<file path="config.mk">
export PLATFORM = sky130hd
export DESIGN_NAME = wdt_sfr_top
export DESIGN_NICKNAME = d
export VERILOG_FILES = /design/src/rtl/wdg_pkg.sv /design/src/rtl/wdg_ctrl_reg.sv /design/src/rtl/wdg_timer.sv /design/src/rtl/wdg_ptr_banks.sv /design/src/rtl/wdt_sfr_top.sv
export SDC_FILE = /design/constraint.sdc
export NUM_CORES = 1
export LEC_CHECK = 0
export BUFFER_PORTS_ARGS = -buffer_cell sky130_fd_sc_hd__buf_2
export CAP_MARGIN = 20
export CORE_MARGIN = 4
export CORE_UTILIZATION = 25
export CTS_BUF_LIST = sky130_fd_sc_hd__clkbuf_4 sky130_fd_sc_hd__clkbuf_8
export DETAILED_ROUTE_END_ITERATION = 8
export PLACE_DENSITY_LB_ADDON = 0.12
export SETUP_SLACK_MARGIN = 0.02
export SLEW_MARGIN = 20
export SYNTH_ARGS = -nofsm -noshare
export SYNTH_HDL_FRONTEND = slang
export SYNTH_SLANG_ARGS = --single-unit
</file>
<file path="constraint.sdc">
create_clock -name clk -period 2 [get_ports clk]
set_input_delay 0.1 -clock clk [delete_from_list [all_inputs] [get_ports clk]]
set_output_delay 0.1 -clock clk [all_outputs]
set_load 0.01 [all_outputs]
</file>
<file path="src/rtl/wdg_pkg.sv">
package wdg_pkg;
    localparam int DW         = 8;
    localparam int AW         = 8;
    localparam int PS_W       = 3;
    localparam int BASE_TICKS = 16;
    localparam int MAX_TICKS  = BASE_TICKS << ((1 << PS_W) - 1);
    localparam int CNT_W      = $clog2(MAX_TICKS);

    localparam logic [AW-1:0] A_CTRL  = 8'h96;
    localparam logic [AW-1:0] A_PTR0  = 8'h82;
    localparam logic [AW-1:0] A_POWER = 8'h87;

    localparam int B_EN   = 0;
    localparam int B_KICK = 1;
    localparam int B_SEL  = 2;
    localparam int B_PS   = 5;
    localparam int B_POF  = 4;

    typedef struct packed {
        logic [PS_W-1:0] ps;
        logic            sel;
        logic            en;
    } ctrl_t;

    function automatic logic [CNT_W:0] period_of(input logic [PS_W-1:0] ps);
        logic [CNT_W:0] base;
        base = BASE_TICKS[CNT_W:0];
        return base << ps;
    endfunction

    function automatic logic [DW-1:0] ctrl_byte(input ctrl_t c);
        logic [DW-1:0] b;
        b = '0;
        b[B_PS +: PS_W] = c.ps;
        b[B_SEL]        = c.sel;
        b[B_EN]         = c.en;
        return b;
    endfunction
endpackage

</file>
<file path="src/rtl/wdg_ctrl_reg.sv">
module wdg_ctrl_reg
    import wdg_pkg::*;
(
    input  logic            clk,
    input  logic            rst,
    input  logic            wr,
    input  logic [PS_W-1:0] ps_in,
    input  logic            sel_in,
    input  logic            kick_in,
    input  logic            en_in,
    output ctrl_t           ctrl_o,
    output logic            kick_o
);
    ctrl_t ctrl_q;
    logic  kick_q;

    always_ff @(posedge clk) begin
        if (rst) begin
            ctrl_q <= '0;
            kick_q <= 1'b1;
        end else begin
            kick_q <= wr & kick_in;
            if (wr) begin
                ctrl_q.ps  <= ps_in;
                ctrl_q.sel <= sel_in;
                ctrl_q.en  <= en_in;
            end
        end
    end

    assign ctrl_o = ctrl_q;
    assign kick_o = kick_q;
endmodule

</file>
<file path="src/rtl/wdg_timer.sv">
module wdg_timer
    import wdg_pkg::*;
(
    input  logic            clk,
    input  logic            rst,
    input  logic            tick,
    input  logic            en,
    input  logic            kick,
    input  logic [PS_W-1:0] ps,
    output logic            req_o
);
    logic [CNT_W-1:0] cnt_q;
    logic             req_q;
    logic [CNT_W:0]   limit;

    assign limit = period_of(ps) - 1'b1;

    always_ff @(posedge clk) begin
        if (rst) begin
            cnt_q <= '0;
            req_q <= 1'b0;
        end else begin
            req_q <= 1'b0;
            if (kick || !en) begin
                cnt_q <= '0;
            end else if (tick) begin
                if ({1'b0, cnt_q} >= limit) begin
                    cnt_q <= '0;
                    req_q <= 1'b1;
                end else begin
                    cnt_q <= cnt_q + 1'b1;
                end
            end
        end
    end

    assign req_o = req_q;
endmodule

</file>
<file path="src/rtl/wdg_ptr_banks.sv">
module wdg_ptr_banks
    import wdg_pkg::*;
#(
    parameter int NBANKS = 2,
    localparam int PW    = 2 * DW,
    localparam int SEL_W = (NBANKS > 1) ? $clog2(NBANKS) : 1
) (
    input  logic             clk,
    input  logic             rst,
    input  logic             wr,
    input  logic [AW-1:0]    addr,
    input  logic [DW-1:0]    wdata,
    input  logic [SEL_W-1:0] sel,
    output logic             hit_o,
    output logic [DW-1:0]    rbyte_o,
    output logic [PW-1:0]    ptr_o
);
    logic [PW-1:0]     bank_q [NBANKS];
    logic [NBANKS-1:0] hit_lo, hit_hi;

    for (genvar b = 0; b < NBANKS; b++) begin : g_bank
        localparam logic [AW-1:0] LO = AW'(int'(A_PTR0) + 2 * b);
        localparam logic [AW-1:0] HI = AW'(int'(A_PTR0) + 2 * b + 1);
        assign hit_lo[b] = (addr == LO);
        assign hit_hi[b] = (addr == HI);
        always_ff @(posedge clk) begin
            if (rst) begin
                bank_q[b] <= '0;
            end else if (wr) begin
                if (hit_lo[b]) bank_q[b][DW-1:0]  <= wdata;
                if (hit_hi[b]) bank_q[b][PW-1:DW] <= wdata;
            end
        end
    end

    always_comb begin
        rbyte_o = '0;
        for (int b = 0; b < NBANKS; b++) begin
            if (hit_lo[b]) rbyte_o = bank_q[b][DW-1:0];
            if (hit_hi[b]) rbyte_o = bank_q[b][PW-1:DW];
        end
    end

    assign hit_o = |{hit_lo, hit_hi};
    assign ptr_o = bank_q[sel];
endmodule

</file>
<file path="src/rtl/wdt_sfr_top.sv">
module wdt_sfr_top
    import wdg_pkg::*;
(
    input  logic          clk,
    input  logic          rst,
    input  logic          por,
    input  logic          tick_ms,
    input  logic [AW-1:0] sfr_addr,
    input  logic [DW-1:0] sfr_wdata,
    input  logic          sfr_wr,
    input  logic          sfr_rd,
    output logic [DW-1:0] sfr_rdata,
    output logic [15:0]   dptr,
    output logic          wdt_reset_req
);
    logic          any_rst;
    logic          wr_ctrl, wr_pow;
    ctrl_t         ctrl;
    logic          kick;
    logic          ptr_hit;
    logic [DW-1:0] ptr_byte;
    logic          pof_q;

    assign any_rst = rst | por;
    assign wr_ctrl = sfr_wr && (sfr_addr == A_CTRL);
    assign wr_pow  = sfr_wr && (sfr_addr == A_POWER);

    wdg_ctrl_reg u_ctrl (
        .clk     (clk),
        .rst     (any_rst),
        .wr      (wr_ctrl),
        .ps_in   (sfr_wdata[B_PS +: PS_W]),
        .sel_in  (sfr_wdata[B_SEL]),
        .kick_in (sfr_wdata[B_KICK]),
        .en_in   (sfr_wdata[B_EN]),
        .ctrl_o  (ctrl),
        .kick_o  (kick)
    );

    wdg_timer u_timer (
        .clk   (clk),
        .rst   (any_rst),
        .tick  (tick_ms),
        .en    (ctrl.en),
        .kick  (kick),
        .ps    (ctrl.ps),
        .req_o (wdt_reset_req)
    );

    wdg_ptr_banks #(.NBANKS(2)) u_ptr (
        .clk     (clk),
        .rst     (any_rst),
        .wr      (sfr_wr),
        .addr    (sfr_addr),
        .wdata   (sfr_wdata),
        .sel     (ctrl.sel),
        .hit_o   (ptr_hit),
        .rbyte_o (ptr_byte),
        .ptr_o   (dptr)
    );

    always_ff @(posedge clk) begin
        if (por)         pof_q <= 1'b1;
        else if (rst)    pof_q <= pof_q;
        else if (wr_pow) pof_q <= sfr_wdata[B_POF];
    end

    always_comb begin
        sfr_rdata = '0;
        if (sfr_rd) begin
            if (sfr_addr == A_CTRL)       sfr_rdata = ctrl_byte(ctrl);
            else if (sfr_addr == A_POWER) sfr_rdata[B_POF] = pof_q;
            else if (ptr_hit)             sfr_rdata = ptr_byte;
        end
    end
endmodule

</file>
==> impl_metrics.tcl, run 1 <==
set metrics [dict create \
    outcome "finished, final reports clean" \
    synthMuxAreaShare_pct 10.12 \
    fp.dieW_um 115.1 \
    ys_top_cells_by_area "edfxtp_1 (33%), dfxtp_1 (14%), mux2_2 (6.3%), and2_1 (6.1%), nor2_1 (3.9%)" \
    pwr-share-clk_pct 31.6 \
    max-vdd-ir-drop_mv 0.2857 \
    initial_core_util_pct 26.01 \
    syn_inst 275 \
    synth.distinct_cells 47 \
    cts_sinks 52 \
    final_nets 364 \
    drc_errors 0 \
    r2r-start "u_ctrl.ctrl_o[4]$_SDFFE_PN0P_" \
    wl_per_cell_um 17.27 \
    clock_path_buffers 2 \
    critPathMaxStageDelay_ns 0.54 \
    die_area_mm2 0.01325 \
    syn_to_final_growth_pct 20.67 \
    slew_headroom_pct 63.06 \
    worstPathArrival_ns 1.82 \
    synth_top_area_cell "edfxtp_1" \
    yosys.area_share.simple_pct 22.07 \
    place_congestion 0.7287 \
    skew_ns 0.008869 \
    numCtsBuffers 5 \
    synthAdderAreaFrac_pct 3.489 \
    grt_pass1_wl_um 12550 \
    synth_most_common_cell "edfxtp_1" \
    grt_setup_unrepaired "true" \
    required_ns 1.90 \
    root_buffer "clkbuf_8" \
    cp-end-kind "output port" \
    grt_pass1_vias 2182 \
    grt.total_usage_pct 12.54 \
    synthTopCellsByCount "edfxtp_1 (32), nor2_1 (30), and2_1 (28), dfxtp_1 (20), mux2_2 (16)" \
    p_int_uw 1503 \
    dpl-instance-area_mm2 0.003353 \
    start_kind "input pin" \
    timing_hold_violations_final 0 \
    viasPerCell 4.756 \
    crit_chain "buf_2, or4b_4, nor2_2, o211ai_2, o31ai_1, buf_2" \
    crit_fanout 7 \
    critPathKind "in2out" \
    coreArea_mm2 0.01103 \
    p_seq_share_pct 59.0 \
    fin_area_mm2 0.003462 \
    synth_xor_xnor_area_share_pct 2.747 \
    drive_above_1_share_pct 29.55 \
    avgSynthCellArea_um2 10.43 \
    drtIter0Drc 106 \
    synth-async-reset-ratio_pct 0 \
    crit_slowest_cell "or4b_4" \
    startpoint "sfr_addr[3]" \
    setup-violations-final 0 \
    port_buffers 46 \
    cap_violations 0 \
    dp_hpwl_um 6303 \
    fin_crit_sh_pct 96.15 \
    synth-seq-area-share_pct 47.45 \
    fmax_mhz 520.0 \
    p_sw_share_pct 25.41 \
    ios 47 \
    worstMarginPinSlew_ns 0.5524 \
    grt_start_max_net_pins 20 \
    synth.top_cell.area_share_pct 33.49 \
    clkLatencyLatePin_ns 0.30 \
    finalPower_uw 2015 \
    synth-edff-count 32 \
    powerDensity_mw_per_mm2 582.1 \
    n_antenna_cell 0 \
    hp-class "in2reg" \
    synth_area_mm2 0.002869 \
    ant_nets 0 \
    die_height_um 115.1 \
    fin_tns_setup_ns 0 \
    synth_compound_area_share_pct 11.51 \
    power_frac_comb_pct 9.4 \
    synthesis.nets 305 \
    finalWirelength_um 8203 \
    row_count 38 \
    yosys_warnings 0 \
    globalRouteOverflowTotal 0 \
    antenna_found_initial 0 \
    min_from "por" \
    cp_common_cell "buf_2" \
    htreeDepth 2 \
    synth_top_family_by_area "simple AND/OR/NAND/NOR gates" \
    dr.pass1.iters 4 \
    slew_violations 0 \
    min_period_ns 1.923 \
    fill_cells 1181 \
    switchingPower_uw 512.0 \
    vias 2259 \
    yosys_most_used_dff "edfxtp_1" \
    hold_buffers 0 \
    clkTransAtPathRegs_ns 0.09 \
    cts_tree "done" \
    ys_seq_elements 52 \
    p_leak_uw 0.001415 \
]
[area by class of cell]
class                           count  area, µm²  share of cell area [%]
Clock buffer                        5      68.82                   1.988
Clock inverter                      3      26.28                  0.7589
Inverter                            9      33.78                  0.9758
Multi-Input combinational cell    204       1444                   41.71
Sequential cell                    52       1364                   39.39
Tap cell                          140      175.2                   5.060
Timing Repair Buffer               62      350.3                   10.12
[critical path: cells and delay by family]
| family | cells | cell delay, ns |
|---|---|---|
| buf+inv | 2 | 0.32 |
| simple gates | 2 | 0.70 |
| compound gates | 2 | 0.69 |
[per-stage QoR]
stage          std cells  utilization, %  hold slack, ns  worst slack (ns)
4_1_cts              475           31.27        0.008825           0.06631
6_report             475           31.39         0.01979           0.07694
5_1_grt              475           31.39         0.01424           0.01363
3_3_place_gp         467           30.40          0.3355           0.05507
2_1_floorplan        275               -          0.2015           0.05468
3_5_place_dp         467           30.40          0.3307           0.04520
[cell usage in the layout (no fill, tap or decap), types with 7 or more instances in the layout]
| master | n |
|---|---|
| and2_1 | 28 |
| o21ai_0 | 11 |
| mux2i_1 | 11 |
| ha_1 | 8 |
| buf_4 | 16 |
| edfxtp_1 | 32 |
| nand2_1 | 13 |
| mux2_2 | 16 |
| nand3_1 | 7 |
| dfxtp_1 | 18 |
| buf_2 | 46 |
| inv_1 | 9 |
| nor3_1 | 9 |
| nor2_1 | 30 |
[power groups by stage]
stage | Clock (µW) | Sequential (µW) | Combinational, µW
2_1_floorplan | 0 | 1200 | 94.1
3_3_place_gp | 0 | 1210 | 193
3_5_place_dp | 0 | 1210 | 191
4_1_cts | 663 | 1190 | 193
5_1_grt | 713 | 1190 | 209
6_report | 636 | 1190 | 190
[repair_timing]
action	4_1_cts	5_1_grt
setup buffers	0	0
gates resized for setup	1	4
endpoints found under the setup margin	1	12
[sequential cells by signal (all words and copies together), names as in the netlist, named ones only]
name,cells
pof_q,1
u_ctrl.ctrl_o,5
u_ctrl.kick_o,1
u_ptr.bank_q,32
u_timer.cnt_q,11
u_timer.req_o,1
[layer usage]
metal / global-route usage, % / up-vias / share of wire, %
li1: - / 1130 / -
met1: 18.32 / 1071 / 50
met2: 18.90 / 50 / 44
met3: 2.053 / 8 / 4.5
met4: 3.912 / 0 / 1.7
met5: 0 / - / 0
[kinds of logic after synthesis]
group	after synthesis
simple gates	114
fa+ha+maj	8
buf+inv	19
flops	52
xor+xnor	9
mux	27
compound gates	46
[worst paths after layout]
check,to,slack [ns],cells after the start
worst max-delay path,sfr_rdata[2],0.08,6
worst max register to register,u_timer.cnt_q[4]$_SDFFE_PP0P_,0.16,6
worst min register to register,pof_q$_SDFFE_PP1P_,0.50,2
worst min-delay path,pof_q$_SDFFE_PP1P_,0.02,2
(Power assumes the default switching activity.)
==> inputs of run 2 (changes only) <==
--- a/config.mk
+++ b/config.mk
@@ -12,6 +12,7 @@
 export CTS_BUF_LIST = sky130_fd_sc_hd__clkbuf_4 sky130_fd_sc_hd__clkbuf_8
 export DETAILED_ROUTE_END_ITERATION = 8
 export PLACE_DENSITY_LB_ADDON = 0.12
+export RECOVER_POWER = 100
 export SETUP_SLACK_MARGIN = 0.02
 export SLEW_MARGIN = 20
 export SYNTH_ARGS = -nofsm -noshare
==> run 2 against run 1 <==
Via count grew 0.18%. Critical path depth is the same. Final cell count is the same. Clock power is essentially flat. Hold slack is essentially flat. Setup slack gained 0.010 ns.
==> impl_metrics.tcl, run 2 (same netlist as run 1, synthesis figures left out) <==
set metrics [dict create \
    dp_hpwl_um 6303 \
    p_leak_uw 0.001296 \
    power_frac_comb_pct 9.1 \
    grt_start_max_net_pins 20 \
    row_count 38 \
    p_sw_share_pct 25.45 \
    grt_pass1_wl_um 12550 \
    start_kind "input pin" \
    finalWirelength_um 8198 \
    clkTransAtPathRegs_ns 0.09 \
    syn_to_final_growth_pct 18.14 \
    coreArea_mm2 0.01103 \
    antenna_found_initial 0 \
    n_antenna_cell 0 \
    p_seq_share_pct 59.3 \
    dp.cells 467 \
    worstPathArrival_ns 1.81 \
    htreeDepth 2 \
    clock_path_buffers 2 \
    largest-register "u_ptr.bank_q" \
    utilization_pct 30.73 \
    timing_hold_violations_final 0 \
    drtIter0Drc 87 \
    slew_headroom_pct 58.02 \
    die_height_um 115.1 \
    largest_reg_flops 32 \
    ios 47 \
    drive_above_1_share_pct 20.00 \
    critPathKind "in2out" \
    switchingPower_uw 510.1 \
    skew_ns 0.008904 \
    final_cell_mix "edfxtp_1 (32), nor2_1 (30), clkbuf_1 (26), buf_2 (25), dfxtp_1 (18)" \
    fmax_mhz 522.8 \
    vias 2263 \
    required_ns 1.90 \
    powerDensity_mw_per_mm2 591.4 \
    grt_setup_unrepaired "true" \
    outcome "finished, final reports clean" \
    rrSetupSlack_ns 0.12 \
    die_area_mm2 0.01325 \
    max-vdd-ir-drop_mv 0.2857 \
    wl_per_cell_um 17.26 \
    slew_violations 0 \
    layout_commonest_cell "edfxtp_1" \
    finalPower_uw 2005 \
    fin_tns_setup_ns 0 \
    whs_ns 0.01934 \
    fp.dieW_um 115.1 \
    hp-class "in2reg" \
    root_buffer "clkbuf_8" \
    drc_errors 0 \
    initial_core_util_pct 26.01 \
    cts_sinks 52 \
    ant_nets 0 \
    fin_crit_sh_pct 95.63 \
    port_buffers 46 \
    cap_violations 0 \
    viasPerCell 4.764 \
    setup-violations-final 0 \
    min_period_ns 1.913 \
    pwr-share-clk_pct 31.7 \
    place_congestion 0.7287 \
    finalNonFillerCells 475 \
    numCtsBuffers 5 \
    crit_fanout 7 \
    dr.pass1.iters 6 \
    globalRouteOverflowTotal 0 \
    final_nets 364 \
    grt_pass1_vias 2182 \
    cts_tree "done" \
    cp-end-kind "output port" \
    grt.total_usage_pct 12.54 \
    worstMarginPinSlew_ns 0.6248 \
    clkLatencyLatePin_ns 0.30 \
    p_int_uw 1494 \
]
[run 2: power groups by stage]
stage | sequential (µW) | combinational, µW | clock [µW]
after floorplan | 1200 | 94.1 | 0
after global placement | 1210 | 193 | 0
after detailed placement | 1210 | 191 | 0
after CTS | 1190 | 193 | 663
after global routing | 1190 | 200 | 713
final | 1190 | 182 | 635
[run 2: layout make-up]
class	count	area, µm²
Timing Repair Buffer	62	292.8
Multi-Input combinational cell	204	1429
Sequential cell	52	1364
Tap cell	140	175.2
Clock inverter	3	26.28
Inverter	9	33.78
Clock buffer	5	68.82
Fill cell	1192	7641
[run 2: repair_timing]
action	4_1_cts	5_1_grt
resized for setup	1	4
hold buffers	0	0
setup endpoints to repair	1	12
setup buffers	0	0
[run 2: metal layers]
metal | track usage [%] | vias up | wire (µm)
met4 | 3.912 | 0 | 170
li1 | - | 1130 | -
met1 | 18.32 | 1068 | 4083
met3 | 2.053 | 11 | 435
met5 | 0 | - | 0
met2 | 18.90 | 54 | 3508
[run 2: final timing paths]
kind                                 start                             to  cells after the start
min                                    por             pof_q$_SDFFE_PP1P_                      2
max reg2reg  u_ctrl.ctrl_o[4]$_SDFFE_PN0P_  u_timer.cnt_q[4]$_SDFFE_PP0P_                      6
max                            sfr_addr[3]                   sfr_rdata[2]                      6
min reg2reg             pof_q$_SDFFE_PP1P_             pof_q$_SDFFE_PP1P_                      2
[run 2: metrics by stage]
step	worst slack, ns	area (µm²)
2_1_floorplan	0.05468	2869
6_report	0.08738	3390
3_3_place_gp	0.05507	3353
5_1_grt	0.008968	3390
4_1_cts	0.06631	3450
3_5_place_dp	0.04520	3353
[run 2: critical path, cell delays in order]
cell	delay, ns
buf_2	0.12
or4b_4	0.54
nor2_2	0.16
o211ai_2	0.27
o31ai_1	0.42
clkbuf_2	0.20
